**config.mk**
```make
export PLATFORM = sky130hd
export DESIGN_NAME = spi_port
export DESIGN_NICKNAME = d
export VERILOG_FILES = /design/src/rtl/spi_pkg.sv /design/src/rtl/spi_sync.sv /design/src/rtl/spi_clkgen.sv /design/src/rtl/spi_shifter.sv /design/src/rtl/spi_port.sv
export SDC_FILE = /design/constraint.sdc
export NUM_CORES = 1
export LEC_CHECK = 0
export ABC_AREA = 1
export BUFFER_PORTS_ARGS = -buffer_cell sky130_fd_sc_hd__buf_4
export CAP_MARGIN = 20
export CORE_AREA = 8 8 123 97
export CTS_CLUSTER_SIZE = 16
export DETAILED_ROUTE_END_ITERATION = 16
export DIE_AREA = 0 0 131 105
export GPL_ROUTABILITY_DRIVEN = 0
export GPL_TIMING_DRIVEN = 0
export HOLD_SLACK_MARGIN = 0.03
export PLACE_DENSITY = 0.48
export SLEW_MARGIN = 20
export SYNTH_ARGS = -nofsm -noshare
export SYNTH_HDL_FRONTEND = slang
export SYNTH_SLANG_ARGS = --single-unit
```
**constraint.sdc**
```tcl
create_clock -name clk_i -period 1.85 [get_ports clk_i]
set_clock_uncertainty 0.05 [all_clocks]
set_input_delay 0.0925 -clock clk_i [delete_from_list [all_inputs] [get_ports clk_i]]
set_output_delay 0.0925 -clock clk_i [all_outputs]
set_load 0.005 [all_outputs]
```
**src/rtl/spi_pkg.sv**
```systemverilog
package spi_pkg;
  localparam int DATA_W  = 8;
  localparam int HALF_W  = 5;          // holds the largest half period (16)
  localparam int EDGES   = 2 * DATA_W;

  typedef enum logic [1:0] {
    ADDR_CTRL = 2'd0,
    ADDR_STAT = 2'd1,
    ADDR_DATA = 2'd2
  } reg_addr_e;

  typedef struct packed {
    logic [1:0] rate;
    logic       cpha;
    logic       cpol;
    logic       master;
    logic       en;
  } ctrl_t;

  localparam int CTRL_W   = $bits(ctrl_t);
  localparam int DONE_BIT = 0;
  localparam int WCOL_BIT = 1;
  localparam int MODF_BIT = 2;
endpackage

```
**src/rtl/spi_sync.sv**
```systemverilog
module spi_sync #(
  parameter int             W       = 1,
  parameter logic [W-1:0]   RST_VAL = '0
) (
  input  logic         clk_i,
  input  logic         rst_ni,
  input  logic [W-1:0] d_i,
  output logic [W-1:0] q_o
);
  logic [W-1:0] s1_q, s2_q;

  always_ff @(posedge clk_i or negedge rst_ni) begin
    if (!rst_ni) begin
      s1_q <= RST_VAL;
      s2_q <= RST_VAL;
    end else begin
      s1_q <= d_i;
      s2_q <= s1_q;
    end
  end

  assign q_o = s2_q;
endmodule

```
**src/rtl/spi_clkgen.sv**
```systemverilog
module spi_clkgen #(
  parameter int HALF_W = 5,
  parameter int EDGES  = 16
) (
  input  logic              clk_i,
  input  logic              rst_ni,
  input  logic              start_i,
  input  logic              abort_i,
  input  logic [HALF_W-1:0] half_i,
  output logic              run_o,
  output logic              lead_o,
  output logic              trail_o,
  output logic              phase_o
);
  localparam int                ECNT_W = $clog2(EDGES);
  localparam logic [ECNT_W-1:0] ELAST  = ECNT_W'(EDGES - 1);
  localparam logic [HALF_W-1:0] ONE    = HALF_W'(1);

  logic [HALF_W-1:0] cnt_q;
  logic [ECNT_W-1:0] ecnt_q;
  logic              run_q, phase_q, tick;

  assign tick = run_q && (cnt_q == half_i - ONE);

  always_ff @(posedge clk_i or negedge rst_ni) begin
    if (!rst_ni) begin
      run_q   <= 1'b0;
      cnt_q   <= '0;
      ecnt_q  <= '0;
      phase_q <= 1'b0;
    end else if (abort_i) begin
      run_q   <= 1'b0;
      cnt_q   <= '0;
      ecnt_q  <= '0;
      phase_q <= 1'b0;
    end else if (start_i && !run_q) begin
      run_q   <= 1'b1;
      cnt_q   <= '0;
      ecnt_q  <= '0;
      phase_q <= 1'b0;
    end else if (tick) begin
      cnt_q   <= '0;
      phase_q <= ~phase_q;
      ecnt_q  <= ecnt_q + ECNT_W'(1);
      if (ecnt_q == ELAST) run_q <= 1'b0;
    end else if (run_q) begin
      cnt_q <= cnt_q + ONE;
    end
  end

  // even edges lead away from idle, odd edges return to it
  assign lead_o  = tick & ~phase_q;
  assign trail_o = tick & phase_q;
  assign run_o   = run_q;
  assign phase_o = phase_q;
endmodule

```
**src/rtl/spi_shifter.sv**
```systemverilog
module spi_shifter #(
  parameter int W = 8
) (
  input  logic         clk_i,
  input  logic         rst_ni,
  input  logic         clear_i,
  input  logic         load_i,
  input  logic [W-1:0] load_data_i,
  input  logic         lead_i,
  input  logic         trail_i,
  input  logic         cpha_i,
  input  logic         sin_i,
  output logic         sout_o,
  output logic         done_o,
  output logic [W-1:0] rx_next_o
);
  localparam int               CNT_W = $clog2(2 * W);
  localparam logic [CNT_W-1:0] LAST  = CNT_W'(2 * W - 1);

  logic [W-1:0]     tx_q, rx_q;
  logic [CNT_W-1:0] cnt_q;
  logic             edge_any, sample, shift;

  assign edge_any  = lead_i | trail_i;
  assign sample    = (lead_i & ~cpha_i) | (trail_i & cpha_i);
  // phase 1 keeps the first bit on the first leading edge
  assign shift     = (trail_i & ~cpha_i) | (lead_i & cpha_i & (cnt_q != '0));
  assign rx_next_o = sample ? {rx_q[W-2:0], sin_i} : rx_q;
  assign done_o    = edge_any && !load_i && !clear_i && (cnt_q == LAST);
  assign sout_o    = tx_q[W-1];

  always_ff @(posedge clk_i or negedge rst_ni) begin
    if (!rst_ni) begin
      tx_q  <= '0;
      rx_q  <= '0;
      cnt_q <= '0;
    end else if (load_i) begin
      tx_q  <= load_data_i;
      cnt_q <= '0;
    end else if (clear_i) begin
      cnt_q <= '0;
    end else if (edge_any) begin
      cnt_q <= cnt_q + CNT_W'(1);
      rx_q  <= rx_next_o;
      if (shift) tx_q <= {tx_q[W-2:0], 1'b0};
    end
  end
endmodule

```
**src/rtl/spi_port.sv**
```systemverilog
module spi_port
  import spi_pkg::*;
#(
  parameter int DW = spi_pkg::DATA_W
) (
  input  logic          clk_i,
  input  logic          rst_ni,
  input  logic          wr_i,
  input  logic          rd_i,
  input  logic [1:0]    addr_i,
  input  logic [DW-1:0] wdata_i,
  output logic [DW-1:0] rdata_o,
  input  logic          sck_i,
  output logic          sck_o,
  output logic          sck_oe_o,
  input  logic          ss_ni,
  input  logic          mosi_i,
  output logic          mosi_o,
  output logic          mosi_oe_o,
  input  logic          miso_i,
  output logic          miso_o,
  output logic          miso_oe_o
);
  ctrl_t             ctrl_q;
  logic              done_q, wcol_q, modf_q;
  logic [DW-1:0]     rx_buf_q;
  logic              sck_prev_q;

  logic              en, master_bit, cpol_bit, is_master, is_slave;
  logic              ss_s, mosi_s, sck_s, ss_act;
  logic              wr_ctrl, wr_stat, wr_data, rd_data;
  logic              busy, modf_set, start_m, load, wcol_set;
  logic              m_run, m_lead, m_trail, m_phase;
  logic              s_tog, s_lead, s_trail;
  logic              sh_out, xfer_done;
  logic [DW-1:0]     rx_next;
  logic [HALF_W-1:0] half;

  spi_sync #(.W(3), .RST_VAL(3'b100)) u_sync (
    .clk_i (clk_i),
    .rst_ni(rst_ni),
    .d_i   ({ss_ni, mosi_i, sck_i}),
    .q_o   ({ss_s, mosi_s, sck_s})
  );

  assign en         = ctrl_q.en;
  assign master_bit = ctrl_q.master;
  assign cpol_bit   = ctrl_q.cpol;
  assign is_master  = en & master_bit;
  assign is_slave   = en & ~master_bit;
  assign ss_act     = ~ss_s;

  assign wr_ctrl = wr_i && (addr_i == ADDR_CTRL);
  assign wr_stat = wr_i && (addr_i == ADDR_STAT);
  assign wr_data = wr_i && (addr_i == ADDR_DATA);
  assign rd_data = rd_i && (addr_i == ADDR_DATA);

  assign busy     = is_master ? m_run : (is_slave & ss_act);
  assign modf_set = is_master & ss_act;
  assign wcol_set = wr_data & busy;
  assign load     = wr_data & en & ~busy & ~modf_set;
  assign start_m  = load & is_master;
  assign half     = HALF_W'(2) << ctrl_q.rate;

  spi_clkgen #(.HALF_W(HALF_W), .EDGES(EDGES)) u_clkgen (
    .clk_i  (clk_i),
    .rst_ni (rst_ni),
    .start_i(start_m),
    .abort_i(~is_master | modf_set),
    .half_i (half),
    .run_o  (m_run),
    .lead_o (m_lead),
    .trail_o(m_trail),
    .phase_o(m_phase)
  );

  // follower edges from the synchronized external clock
  assign s_tog   = sck_s ^ sck_prev_q;
  assign s_lead  = is_slave & ss_act & s_tog & (sck_s != cpol_bit);
  assign s_trail = is_slave & ss_act & s_tog & (sck_s == cpol_bit);

  spi_shifter #(.W(DW)) u_shifter (
    .clk_i      (clk_i),
    .rst_ni     (rst_ni),
    .clear_i    (~busy),
    .load_i     (load),
    .load_data_i(wdata_i),
    .lead_i     (m_lead | s_lead),
    .trail_i    (m_trail | s_trail),
    .cpha_i     (ctrl_q.cpha),
    .sin_i      (is_master ? miso_i : mosi_s),
    .sout_o     (sh_out),
    .done_o     (xfer_done),
    .rx_next_o  (rx_next)
  );

  always_ff @(posedge clk_i or negedge rst_ni) begin
    if (!rst_ni) begin
      ctrl_q     <= '0;
      done_q     <= 1'b0;
      wcol_q     <= 1'b0;
      modf_q     <= 1'b0;
      rx_buf_q   <= '0;
      sck_prev_q <= 1'b0;
    end else begin
      sck_prev_q <= sck_s;
      if (wr_ctrl) ctrl_q <= ctrl_t'(wdata_i[CTRL_W-1:0]);
      if (modf_set) ctrl_q.master <= 1'b0;   // fault wins over a write

      if (xfer_done) begin
        done_q   <= 1'b1;
        rx_buf_q <= rx_next;
      end else if (rd_data) begin
        done_q <= 1'b0;
      end

      if (wcol_set) wcol_q <= 1'b1;
      else if (wr_stat && wdata_i[WCOL_BIT]) wcol_q <= 1'b0;

      if (modf_set) modf_q <= 1'b1;
      else if (wr_stat && wdata_i[MODF_BIT]) modf_q <= 1'b0;
    end
  end

  always_comb begin
    rdata_o = '0;
    unique case (addr_i)
      ADDR_CTRL: rdata_o = {{(DW-CTRL_W){1'b0}}, ctrl_q};
      ADDR_STAT: begin
        rdata_o[DONE_BIT] = done_q;
        rdata_o[WCOL_BIT] = wcol_q;
        rdata_o[MODF_BIT] = modf_q;
      end
      ADDR_DATA: rdata_o = rx_buf_q;
      default:   rdata_o = '0;
    endcase
  end

  assign sck_o     = cpol_bit ^ m_phase;
  assign sck_oe_o  = is_master;
  assign mosi_o    = sh_out;
  assign mosi_oe_o = is_master;
  assign miso_o    = sh_out;
  assign miso_oe_o = is_slave & ss_act;
endmodule

```
-- After elaboration in Yosys (flattened, before gate mapping)
Cells that the tools add are included.
- register bits: 55
- bits in latches: 0
- bits in writable memories: 0
- ROM bits: 0
- input bits: 18
- output and inout bits: 14
- logic and storage cells: 129
- memories kept: 0
- add/subtract/negate cells: 4
- $mul: 0
- div/mod/pow operators: 0
- order comparisons: 0
- equality and inequality tests: 8
- shift-type cells: 1
- mux-type cells: 34
- bitwise operators: 35
- reduce and logical (&&, ||, !) cells: 28
- operators by type and width (operator ; number):
    8-bit two-way mux ; 5
    4-bit two-way mux ; 6
    5-bit two-way mux ; 4
    1-bit bitwise AND ; 19
    1-bit two-way mux ; 16
    2-bit nonzero test ; 7
    1-bit logical AND ; 11
    5-bit one-hot mux with 2 select lines ; 1
    3-bit one-hot mux with 3 select lines ; 1
    4-bit by 1-bit adder with 4-bit output, second input constant ; 2
    4-bit == test, second input constant ; 2
    1-bit NOT ; 8
    4-bit nonzero test ; 2
    1-bit OR ; 6
    3-bit AND reduction ; 2
    3-bit nonzero test ; 2
    5-bit by 1-bit adder with 5-bit output, second input constant ; 1
    5-bit == test ; 1
    2-bit by 2-bit << shifter with 5-bit output, first input constant ; 1
    5-bit by 1-bit subtractor with 5-bit output, second input constant ; 1
    3-bit by 1-bit != test with 1-bit output, second input constant ; 1
    2-bit by 1-bit == test with 1-bit output, second input constant ; 1
    2-bit == test, second input constant ; 1
    1-bit logical NOT ; 2
    6 further kinds ; 7

-- Longest topological paths before layout
Gate-level depths: netlist (run 1).
- depth in word-level cells: 13
- depth in mapped cells: 12
- depth with buffers taken out: 11

-- Cells and area by module
Synthesis (run 1) repeated with hierarchy kept, for this count alone.
- cell total of the unflattened synthesis: 405
- area, all modules: 3099.2 um^2
- by module, submodules not included (module ; instances ; cells each ; area each (um^2) ; sequential area each (um^2)):
    spi_shifter ; 1 ; 150 ; 1184.9 ; 500.5
    spi_port ; 1 ; 136 ; 983.4 ; 450.4
    spi_clkgen ; 1 ; 113 ; 778.2 ; 275.3
    spi_sync ; 1 ; 6 ; 152.6 ; 152.6

-- Worst setup path after synthesis (run 1)
No wires, ideal clock.
- path type: reg2reg
- start point: register u_sync.s2_q[2], in the netlist u_sync.q_o[2]
- end point: register u_shifter.tx_q[7]
- library setup time: 117 ps
- arrival time: 1381 ps
- required time: 1683 ps
- slack: 302 ps
- stages on the path, launching flop included: 10
- buffers on the path: 0
- clock period less this slack: 1548 ps
- path through: dfstp_2 > nor2_1 > nand2_1 > o21ai_2 > inv_2 > nand2_4 > nand2_1 > nand2_4 > nand2_1 > nand2_1
- longest elaborated chain between the ends: 10
- elaborated cells between the ends (all ways): 23
- those cells by class: 2 x mux; 17 x bitwise; 4 x reduce/logical
- ends and longest elaborated chain (element ; line ; RTL):
    start: declaration ; spi_sync.sv:10 ; logic [W-1:0] s1_q, s2_q;
    start signal: assignment ; spi_sync.sv:18 ; s2_q <= s1_q;
    1-bit NOT * ; spi_port.sv:51 ; assign ss_act = ~ss_s;
    1-bit bitwise AND ; spi_port.sv:58, spi_port.sv:79, spi_port.sv:80 ;
    1-bit bitwise AND ; spi_port.sv:79, spi_port.sv:80 ;
    1-bit bitwise AND ; spi_port.sv:79 ; assign s_lead = is_slave & ss_act & s_tog & (sck_s != cpol_bit);
    1-bit OR ; spi_port.sv:88 ; .lead_i (m_lead | s_lead),
    1-bit bitwise AND (2 in a row) ; spi_shifter.sv:27 ; assign shift = (trail_i & ~cpha_i) | (lead_i & cpha_i & (cnt_q != '0));
    1-bit OR ; spi_shifter.sv:27 ;
    2-bit nonzero test (no source line) ; -- ;
    3-bit AND reduction (no source line) ; -- ;
    end signal: assignment ; spi_shifter.sv:38 ; tx_q <= load_data_i;
    end signal: assignment ; spi_shifter.sv:45 ; if (shift) tx_q <= {tx_q[W-2:0], 1'b0};
    end: declaration ; spi_shifter.sv:20 ; logic [W-1:0] tx_q, rx_q;
Mark *: on every way between the ends. The rest lies on a longest branch, timed or not.
A chain may end at the register's enable or synchronous reset.

-- Worst setup path in the final report (run 1)
- start point: register u_clkgen.run_q, in the netlist u_clkgen.run_o
- end point: register u_shifter.rx_q[1]
- longest elaborated chain between the ends: 6
- elaborated cells between the ends (all ways): 16
- those cells by class: 2 x mux; 12 x bitwise; 2 x reduce/logical
- ends and longest elaborated chain (element ; line ; RTL):
    start: declaration ; spi_clkgen.sv:21 ; logic run_q, phase_q, tick;
    start signal: assignment ; spi_clkgen.sv:27 ; run_q <= 1'b0;
    start signal: assignment ; spi_clkgen.sv:32 ; run_q <= 1'b0;
    start signal: assignment ; spi_clkgen.sv:37 ; run_q <= 1'b1;
    1-bit logical AND or 1-bit two-way mux (tied branches) ; spi_clkgen.sv:23, spi_port.sv:58 ;
    1-bit bitwise AND, or another cell as far along ; spi_clkgen.sv:52 ; assign lead_o = tick & ~phase_q;
    1-bit OR, or another cell as far along ; spi_port.sv:88 ;
    1-bit bitwise AND (on tied branches) ; spi_shifter.sv:25, spi_port.sv:61 ;
    1-bit OR or 1-bit NOT (tied branches) ; -- ;
    8-bit two-way mux or 3-bit AND reduction (tied branches) ; -- ;
    end signal: assignment ; spi_shifter.sv:44 ; rx_q <= rx_next_o;
    end: declaration ; spi_shifter.sv:20 ;
Parallel ways exist; a longest one is shown, timed or not.

==> impl_metrics.json, run 1 <==
{
  "status": "finished, final reports clean",
  "cts.sinks": 55,
  "slowest_delay_ns": 0.34,
  "avgRoutedWirePerCell_um": 12.60,
  "first_global_vias": 2311,
  "hold_path_class": "in -> reg",
  "powerDensity_nw_per_um2": 770.9,
  "power_frac_comb": 0.191,
  "worst_setup_path_start_kind": "register",
  "required_ns": 1.98,
  "worstSetupPathDepth": 12,
  "portBuffers": 31,
  "vdd_drop_max_mv": 0.3271,
  "via_count": 2436,
  "worstRegToRegCells": 12,
  "endpoint_kind": "register",
  "dieArea_um2": 13760,
  "initial_core_util": 0.2905,
  "grt_pass1_wl_um": 11640,
  "ioPinCount": 32,
  "htree_num_levels": 2,
  "drt_iter0_markers": 110,
  "dieWidth_um": 131,
  "drv_slew": 0,
  "n_antenna_cell": 0,
  "synth_nets": 377,
  "final_cells": 547,
  "cp_slowest_cell": "dfrtp_1",
  "p_leak_uw": 0.001854,
  "dp.cells": 522,
  "cp_max_fo": 8,
  "max_slew_margin": 0.5200,
  "drt_pre_antenna_iters": 4,
  "intPower_uw": 2026,
  "fmax_ghz": 0.5705,
  "ant_nets": 0,
  "clk_pin_slew_ns": 0.07,
  "antenna_found_initial": 0,
  "period_share": 0.9475,
  "cp_common_cell": "nor2_4",
  "drive_above_1_share": 0.2482,
  "max_cap_viol_count": 0,
  "period_needed_ns": 1.753,
  "critPathBufInv": 2,
  "final_cell_mix": "nand2_1 (131), dfrtp_1 (52), buf_4 (41)",
  "routed_wl_um": 6892,
  "hold_violations": 0,
  "core_um2": 9970,
  "hold_slack_ns": 0.05460,
  "dp_hpwl_um": 5179,
  "clkLatencyLatePin_ns": 0.29,
  "p_sw_frac": 0.2889,
  "synth.distinct_cells": 34,
  "syn_inst": 355,
  "worst_slew_pin_slew_ns": 0.7200,
  "drt-vias-per-instance": 4.453,
  "power.switching_uw": 823.0,
  "cts_root_buffer": "clkbuf_16",
  "cts_buffer_depth": 2,
  "whs_path_depth": 3,
  "grtUsageTotal": 0.1064,
  "overflow": 0,
  "die_h_um": 105,
  "yosys_warnings": 0,
  "setup-violations-final": 0,
  "netlist_area_um2": 2897,
  "rsz0062_at_grt": "true",
  "place_ws_ns": -0.001142,
  "grt_max_degree": 56,
  "cp.arrival_ns": 1.88,
  "num-nets-final": 432,
  "avgSynthCellArea_um2": 8.159,
  "setup_slack_ns": 0.09714,
  "crit_chain": "buf_6, nand2_4, nor2_4, nand2_2, nor2_4, nand3_4, nand2_4, nor2_4, nor2_8, inv_2, nand2_1, nand2_1",
  "path_delay_family": "simple AND/OR/NAND/NOR gates",
  "layout_commonest_cell": "nand2_1",
  "pwr-share-seq": 0.489,
  "ys_seq_area_frac": 0.4760,
  "route.detailed.drc": 0,
  "tritoncts": "yes",
  "area_delta_synth_final_pct": 27.60,
  "cts_buffers": 5,
  "rows": 32,
  "tns_ns": 0,
  "synth-seq-cells": 55,
  "pwr-share-clk": 0.320,
  "critical_path_class": "reg -> reg"
}
-- through the flow --
step | util | instance area, um^2 | power (uW)
after detailed placement | 0.3309 | 3299 | 1903
final | 0.3707 | 3696 | 2849
after global routing | 0.3707 | 3696 | 3020
after CTS | 0.3520 | 3510 | 2855
after global placement | 0.3309 | 3299 | 1895
after floorplan | - | 2897 | 1701
-- cells in the mapped netlist, drive strengths merged --
library cell / n / area share
dfstp: 2 / 0.018
a21oi: 5 / 0.013
nand3: 36 / 0.078
mux2: 1 / 0.0039
nor2: 23 / 0.047
xor2: 6 / 0.018
dfrtp: 53 / 0.46
clkbuf: 1 / 0.0013
nand2: 152 / 0.22
nor3: 5 / 0.014
xnor2: 1 / 0.0030
nor3b: 3 / 0.011
o21ai: 21 / 0.038
buf: 5 / 0.013
ha: 4 / 0.017
a31oi: 1 / 0.0022
o31ai: 1 / 0.0026
inv: 35 / 0.045
-- path summary, 6_finish.rpt --
kind | end | slack, ns | start
setup / recovery | u_shifter.rx_q[1]$_DFFE_PN0P_ | 0.1 | u_clkgen.run_o$_DFFE_PN0P_
hold / removal | ctrl_q[5]$_DFFE_PN0P_ | 0.05 | wdata_i[5]
setup reg to reg | u_shifter.rx_q[1]$_DFFE_PN0P_ | 0.1 | u_clkgen.run_o$_DFFE_PN0P_
hold reg to reg | u_sync.q_o[1]$_DFF_PN0_ | 0.30 | u_sync.s1_q[1]$_DFF_PN0_
max in group asynchronous | ctrl_q[4]$_DFFE_PN0P_ | 0.88 | rst_ni
min in group asynchronous | u_shifter.rx_q[6]$_DFFE_PN0P_ | 0.35 | rst_ni
-- cell families after synthesis --
group | after synthesis | synth area share
buffers and inverters | 41 | 0.06004
DFF | 55 | 0.4760
and+or+nand+nor | 219 | 0.3667
adders and majority gates | 4 | 0.01728
AOI/OAI and AO/OA | 28 | 0.05486
xor gates and xnor gates | 7 | 0.02117
muxes | 1 | 0.003887
-- tightest hold or removal path, cell delays in order --
cell and delay, ns:
buf_4 0.10, inv_1 0.06, o21ai_0 0.09
-- final cells by class --
cell class	count	area, um^2
buffer	6	52.55
clock buffer	7	132.6
clock inverter	1	5.005
fill	1068	6274
inverter	35	133.9
multi-input combinational	259	1436
sequential	55	1380
tap	136	170.2
timing repair buffer	48	385.4
-- power by group through the flow --
stage	Sequential [uW]	Clock [uW]	Combinational [uW]
4_1_cts	1390	960	508
3_3_place_gp	1410	0	487
3_5_place_dp	1410	0	493
5_1_grt	1410	996	616
6_report	1390	912	545
2_1_floorplan	1390	0	315
-- sequential cells by signal (all words and copies together) (netlist names) --
| signal | flops |
|---|---|
| ctrl_q | 3 |
| u_shifter.cnt_q | 4 |
| u_clkgen.phase_o | 1 |
| done_q | 1 |
| u_sync.q_o | 3 |
| cpol_bit | 1 |
| en | 1 |
| sck_prev_q | 1 |
| u_clkgen.cnt_q | 5 |
| modf_q | 1 |
| u_sync.s1_q | 3 |
| u_shifter.tx_q | 8 |
| wcol_q | 1 |
| u_shifter.rx_q | 8 |
| master_bit | 1 |
| rx_buf_q | 8 |
| u_clkgen.run_o | 1 |
| u_clkgen.ecnt_q | 4 |
-- metal layers --
layer,wire length (um),track usage,vias up,share of wire
li1,-,-,1229,-
met1,3828,0.1639,1154,0.56
met2,2685,0.1392,48,0.39
met3,327,0.02895,5,0.047
met4,51,0.02698,0,0.0074
met5,0,0,-,0
-- repair_timing --
action,4_1_cts,5_1_grt
endpoints found under the hold margin,60,0
pin swaps,0,7
hold buffers,7,0
setup buffers,0,10
gates resized for setup,1,27
endpoints found under the setup margin,5,35
Power figures use the tool's default switching activity.
==> run 2: changes to the inputs <==
CORE_AREA = 8 8 127 100   (was 8 8 123 97)
DIE_AREA = 0 0 135 108   (was 0 0 131 105)
PLACE_DENSITY = 0.47   (was 0.48)
SYNTH_HIERARCHICAL = 1   (was unset)
==> run 2 against run 1 <==
Effect of this change:
- the flow now finishes with violations (negative setup slack)
- non-clock buffer count rose by 13
- synthesized cell count grew 14%
- global-route usage rose by 0.44 points
- die area up 6.0%
- first-iteration DRC count is 9.1% lower
==> impl_metrics.json, run 2 <==
{
  "cts_buffer_depth": 2,
  "portBuffers": 31,
  "dieArea_um2": 14580,
  "hold_path.startpoint": "wdata_i[1]",
  "cp.arrival_ns": 2.58,
  "synth_most_common_cell": "nand2_1",
  "violations": "negative setup slack",
  "rows": 33,
  "grt_pass1_wl_um": 12900,
  "drt_iter0_markers": 100,
  "cts_root_buffer": "clkbuf_16",
  "core_um2": 10650,
  "tritoncts": "yes",
  "cp_slowest_cell": "dfrtp_1",
  "netlist_area_um2": 3099,
  "ioPinCount": 32,
  "regArea_um2": 1383,
  "drive_above_1_share": 0.3347,
  "max_cap_viol_count": 0,
  "area_delta_synth_final_pct": 37.59,
  "yosys_warnings": 6,
  "powerDensity_nw_per_um2": 778.7,
  "grt_max_degree": 56,
  "yosysTopAreaCell": "dfrtp_1",
  "ys_top_cells_by_area": "dfrtp_1 (43%), nand2_1 (17%), inv_1 (6.4%)",
  "p_leak_uw": 0.002096,
  "synthArstFlopShare": 1.000,
  "period_needed_ns": 2.398,
  "hold_violations": 0,
  "layout_commonest_cell": "nand2_1",
  "worst_setup_path_start_kind": "register",
  "final_cells": 618,
  "ys.flop_type": "dfrtp_1",
  "netlist.area_leader.share": 0.4279,
  "slowest_delay_ns": 0.41,
  "cts.sinks": 55,
  "route.detailed.drc": 0,
  "grtUsageTotal": 0.1108,
  "initial_core_util": 0.2909,
  "drt-vias-per-instance": 4.396,
  "endpoint_kind": "register",
  "routed_wl_um": 7514,
  "avgRoutedWirePerCell_um": 12.16,
  "worst_slew_pin_slew_ns": 0.7284,
  "cp_max_fo": 5,
  "die_h_um": 108,
  "biggestRegsByFlops": "rx_buf_q: 8 flops, u_shifter/rx_q: 8 flops, u_shifter/tx_q: 8 flops",
  "ys_seq_area_frac": 0.4449,
  "dieWidth_um": 135,
  "fillers": 1135,
  "crit_chain": "nor2_2, inv_2, ha_4, xor2_1, nand2_1, a21oi_2, nand3_2, inv_2, o21bai_4, buf_6, nand2_4, nand2_4, clkbuf_16, nand2_4, o21ai_2, nand2_1, o21ai_1",
  "hold_path_class": "in -> reg",
  "period_share": 1.296,
  "clk_pin_slew_ns": 0.07,
  "synth.top_cells.by_count": "nand2_1 (137), dfrtp_1 (53), inv_1 (53)",
  "overflow": 0,
  "drt_pre_antenna_iters": 4,
  "synth.distinct_cells": 37,
  "rsz0062_at_grt": "true",
  "synth_edf_count": 0,
  "multi_input_area_um2": 1710,
  "cp_common_cell": "nand2_4",
  "hold_slack_ns": 0.06226,
  "setup_slack_ns": -0.5481,
  "avgSynthCellArea_um2": 7.652,
  "max_slew_margin": 0.5144,
  "ant_nets": 0,
  "cp-startpoint": "ctrl_q[4]$_DFFE_PN0P_",
  "via_count": 2717,
  "required_ns": 2.03,
  "clkLatencyLatePin_ns": 0.30,
  "fin_util": 0.4003,
  "antenna_found_initial": 0,
  "htree_num_levels": 2,
  "first_global_vias": 2595,
  "setup-violations-final": 31,
  "critical_path_class": "reg -> reg",
  "fmax_ghz": 0.4170,
  "cts_buffers": 5,
  "num-nets-final": 500,
  "reg2reg_from": "ctrl_q[4]$_DFFE_PN0P_",
  "vdd_drop_max_mv": 0.3602,
  "n_antenna_cell": 0,
  "syn_inst": 405,
  "synth-seq-cells": 55,
  "status": "finished, violations left",
  "final_cell_mix": "nand2_1 (117), dfrtp_1 (50), inv_1 (48)",
  "drv_slew": 0,
  "dp.cells": 579,
  "dp_hpwl_um": 5264
}
-- run 2: changes by cell type in the layout (fill, tap and decap cells not counted), sizes merged, moves of 3 or more --
| cell | before | now |
|---|---|---|
| nand2 | 152 | 155 |
| o21ai | 21 | 35 |
| conb | 0 | 4 |
| nor2 | 23 | 34 |
| inv | 35 | 60 |
| buf | 45 | 56 |
| nand3 | 36 | 31 |
| dlygate4sd3 | 7 | 10 |
-- run 2: critical path: cells and delay by family, from the launching register on --
family          cells  cell delay [ns]
simple gates        7             0.58
fa+ha+maj           1             0.26
buf+inv             4             0.42
compound gates      4             0.46
xor+xnor            1             0.13
flops               1             0.41
-- run 2: area by class of cell --
type / count / share of cell area
well taps: 140 / 0.04108
clock buffers: 6 / 0.03022
flip-flops and latches: 55 / 0.3242
inverters: 60 / 0.05458
plain buffers: 6 / 0.01702
repair buffers: 61 / 0.1276
multi-input cells: 288 / 0.4011
clock inverters: 2 / 0.004108
-- run 2: per-layer routing --
metal	global-route usage	up-vias	routed length [um]
met2	0.1577	52	3129
met5	0	-	0
met3	0.02919	8	367
met1	0.1608	1249	3938
met4	0.03083	0	79
li1	-	1408	-
-- run 2: where the power goes --
part,switching [uW],internal [uW]
combinational,501,386
sequential,119,1350
clock,458,509
total,1080,2240
-- run 2: path summary, 6_finish.rpt --
kind	end	slack (ns)	cells after the start
max reg2reg	u_shifter/rx_q[3]$_DFFE_PN0P_	-0.55	17
min in group asynchronous	u_clkgen/ecnt_q[3]$_DFFE_PN0P_	0.35	2
max	u_shifter/rx_q[3]$_DFFE_PN0P_	-0.55	17
min reg2reg	u_sync/q_o[0]$_DFF_PN0_	0.30	0
max in group asynchronous	master_bit$_DFFE_PN0P_	0.90	2
min	master_bit$_DFFE_PN0P_	0.06	3
-- run 2: cell families (layout without fill, tap and decap cells) --
| kind of cell | after synthesis | in the layout | share of synthesized area |
|---|---|---|---|
| other | 1 | 4 | 0.001210 |
| buffers and inverters | 66 | 135 | 0.09406 |
| xor gates and xnor gates | 6 | 6 | 0.01696 |
| adders and majority gates | 5 | 5 | 0.02019 |
| DFF | 55 | 55 | 0.4449 |
| AOI/OAI and AO/OA | 44 | 44 | 0.08802 |
| and+or+nand+nor | 228 | 229 | 0.3347 |
-- run 2: metrics by stage --
step | area, um^2 | total power, uW | TNS (ns) | setup slack [ns]
finish | 4264 | 3320 | -13.99 | -0.5481
CTS | 4031 | 3267 | -14.87 | -0.5999
floorplan | 3142 | 1952 | -9.809 | -0.4545
global route | 4264 | 3561 | -20.36 | -0.7213
detailed placement | 3550 | 2182 | -21.48 | -0.8184
global placement | 3550 | 2171 | -20.72 | -0.7791
-- run 2: what timing repair did --
item                                    CTS  global route
pin swaps                                14            19
hold endpoints to repair                 63             0
hold buffers                             10             0
resized for setup                        34            46
setup buffers                            14             4
gates cloned                              2             1
endpoints found under the setup margin   40            40
==> run 3: changes to the inputs <==
REMOVE_ABC_BUFFERS = 1   (was unset)
==> run 3 against run 2 <==
Effect of this change:
- the run still ends with negative setup slack left
- die area unchanged
- utilization decreased by 1.2 points
- worst hold slack got worse by 0.015 ns
- register-to-register slack got worse by 0.04 ns
- wire length increased by 6.4%
- clock-buffer cell count unchanged
- sequential power about the same
- clock power increased by 15%
- total power increased by 1.7%
- worst setup slack got worse by 0.040 ns
- critical endpoint is now rx_buf_q[3]$_DFFE_PN0P_
- highest routed layer unchanged
==> impl_metrics.json, run 3 (same netlist as run 2, synthesis figures left out) <==
{
  "clkLatencyLatePin_ns": 0.30,
  "fillers": 1110,
  "period_needed_ns": 2.438,
  "hold_slack_ns": 0.04756,
  "rsz0062_at_grt": "true",
  "avgRoutedWirePerCell_um": 13.08,
  "multi_input_area_um2": 1633,
  "antenna_found_initial": 0,
  "setup-violations-final": 40,
  "area_delta_synth_final_pct": 33.51,
  "regToRegSetupSlack_ns": -0.59,
  "status": "finished, violations left",
  "drt_iter0_markers": 113,
  "worst_setup_path_start_kind": "register",
  "final_cell_mix": "nand2_1 (127), dfrtp_1 (51), inv_1 (49)",
  "dp_hpwl_um": 5315,
  "powerDensity_nw_per_um2": 816.0,
  "setup_slack_ns": -0.5878,
  "cts_buffer_depth": 2,
  "first_global_vias": 2701,
  "regArea_um2": 1381,
  "p_sw_frac": 0.3025,
  "overflow": 0,
  "die_h_um": 108,
  "clk_pin_slew_ns": 0.07,
  "n_antenna_cell": 0,
  "biggestRegsByFlops": "rx_buf_q: 8 flops, u_shifter/rx_q: 8 flops, u_shifter/tx_q: 8 flops",
  "drive_above_1_share": 0.2887,
  "holdPathEnd": "master_bit$_DFFE_PN0P_",
  "cp_max_fo": 6,
  "hold_violations": 0,
  "drt-vias-per-instance": 4.466,
  "cp.arrival_ns": 2.61,
  "drv_slew": 0,
  "required_ns": 2.02,
  "pwr-share-clk": 0.330,
  "dp.cells": 573,
  "crit_chain": "nor2_2, inv_2, ha_4, xor2_1, nand2_1, a21oi_4, nand3_2, inv_2, o21bai_4, nor2_4, nor2_8, inv_4, nor2_4, buf_6, buf_16, nand2_2, o21ai_1",
  "endpoint_kind": "register",
  "power.switching_uw": 1021,
  "core_um2": 10650,
  "max_slew_margin": 0.5067,
  "power_frac_comb": 0.239,
  "routed_wl_um": 7992,
  "period_share": 1.318,
  "critPathBufInv": 5,
  "pwr-share-seq": 0.431,
  "fmax_ghz": 0.4102,
  "intPower_uw": 2355,
  "layout_commonest_cell": "nand2_1",
  "ant_nets": 0,
  "worstRegToRegCells": 17,
  "cp_slowest_cell": "dfrtp_1",
  "final_cells": 611,
  "path_delay_family": "simple AND/OR/NAND/NOR gates",
  "dieArea_um2": 14580,
  "portBuffers": 31,
  "vdd_drop_max_mv": 0.5034,
  "grtUsageTotal": 0.1165,
  "dieWidth_um": 135,
  "critical_path_class": "reg -> reg",
  "htree_num_levels": 2,
  "slowest_delay_ns": 0.42,
  "hold_path_class": "in -> reg",
  "initial_core_util": 0.2909,
  "tritoncts": "yes",
  "grt_pass1_wl_um": 13610,
  "via_count": 2729,
  "ioPinCount": 32,
  "whs_path_depth": 3,
  "hold_path.startpoint": "wdata_i[1]",
  "violations": "negative setup slack",
  "cts_root_buffer": "clkbuf_16",
  "reg2reg_from": "ctrl_q[5]$_DFFE_PN0P_",
  "cts.sinks": 55,
  "r2r_end": "rx_buf_q[3]$_DFFE_PN0P_",
  "max_cap_viol_count": 0,
  "num-nets-final": 493,
  "grt_max_degree": 56,
  "drt_pre_antenna_iters": 4,
  "cts_buffers": 5,
  "rows": 33,
  "route.detailed.drc": 0,
  "worst_slew_pin_slew_ns": 0.7400,
  "p_leak_uw": 0.002066
}
## run 3: timing repair
item | CTS | global route
gates resized for setup | 55 | 10
buffers inserted | 16 | 4
pin swaps | 16 | 10
cloned | 4 | 0
setup endpoints to repair | 40 | 40
hold endpoints to repair | 62 | 0
hold buffers | 9 | 0
## run 3: cell type report
type / count / area share
Timing Repair Buffer: 59 / 0.1309
Inverter: 60 / 0.05624
Multi-Input combinational cell: 289 / 0.3946
Sequential cell: 55 / 0.3338
Clock inverter: 2 / 0.008467
Tap cell: 140 / 0.04233
Clock buffer: 6 / 0.03357
## run 3: power by group through the flow
stage | combinational, uW | sequential [uW] | clock, uW
floorplan | 487 | 1450 | 0
global placement | 692 | 1470 | 0
detailed placement | 698 | 1470 | 0
CTS | 803 | 1450 | 1150
global route | 913 | 1470 | 1190
finish | 807 | 1450 | 1110
## run 3: worst reg2reg max path, stage by stage (launching register included)
cell and delay, ns:
dfrtp_1 0.42, nor2_2 0.15, inv_2 0.07, ha_4 0.26, xor2_1 0.14, nand2_1 0.10, a21oi_4 0.19, nand3_2 0.11
inv_2 0.06, o21bai_4 0.14, nor2_4 0.08, nor2_8 0.10, inv_4 0.04, nor2_4 0.11, buf_6 0.13, buf_16 0.11
nand2_2 0.04, o21ai_1 0.06
## run 3: worst max-delay path by stage
stage / endpoint / slack (ns) / depth (start not counted) / startpoint
floorplan: rx_buf_q[0]$_DFFE_PN0P_ / -0.96 / 16 / ctrl_q[5]$_DFFE_PN0P_
global placement: rx_buf_q[0]$_DFFE_PN0P_ / -1.56 / 18 / ctrl_q[5]$_DFFE_PN0P_
detailed placement: rx_buf_q[0]$_DFFE_PN0P_ / -1.59 / 18 / ctrl_q[5]$_DFFE_PN0P_
CTS: rx_buf_q[4]$_DFFE_PN0P_ / -0.57 / 17 / ctrl_q[5]$_DFFE_PN0P_
global route: rx_buf_q[7]$_DFFE_PN0P_ / -0.76 / 18 / ctrl_q[5]$_DFFE_PN0P_
finish: rx_buf_q[3]$_DFFE_PN0P_ / -0.59 / 17 / ctrl_q[5]$_DFFE_PN0P_
## run 3: metrics by stage
stage	total power [uW]	area, um^2	utilization	setup slack [ns]	TNS [ns]
floorplan	1934	3049	-	-0.9587	-15.47
global placement	2163	3457	0.3245	-1.555	-29.98
detailed placement	2170	3457	0.3245	-1.589	-30.37
CTS	3406	4105	0.3854	-0.5661	-15.48
global route	3579	4138	0.3884	-0.7610	-21.84
finish	3376	4138	0.3884	-0.5878	-15.59
## run 3: routing by layer
metal | share of wire | vias to the layer above | global-route usage
met1 | 0.54 | 1286 | 0.1668
met5 | 0 | - | 0
met2 | 0.41 | 42 | 0.1733
li1 | - | 1391 | -
met3 | 0.042 | 10 | 0.02919
met4 | 0.010 | 0 | 0.02530
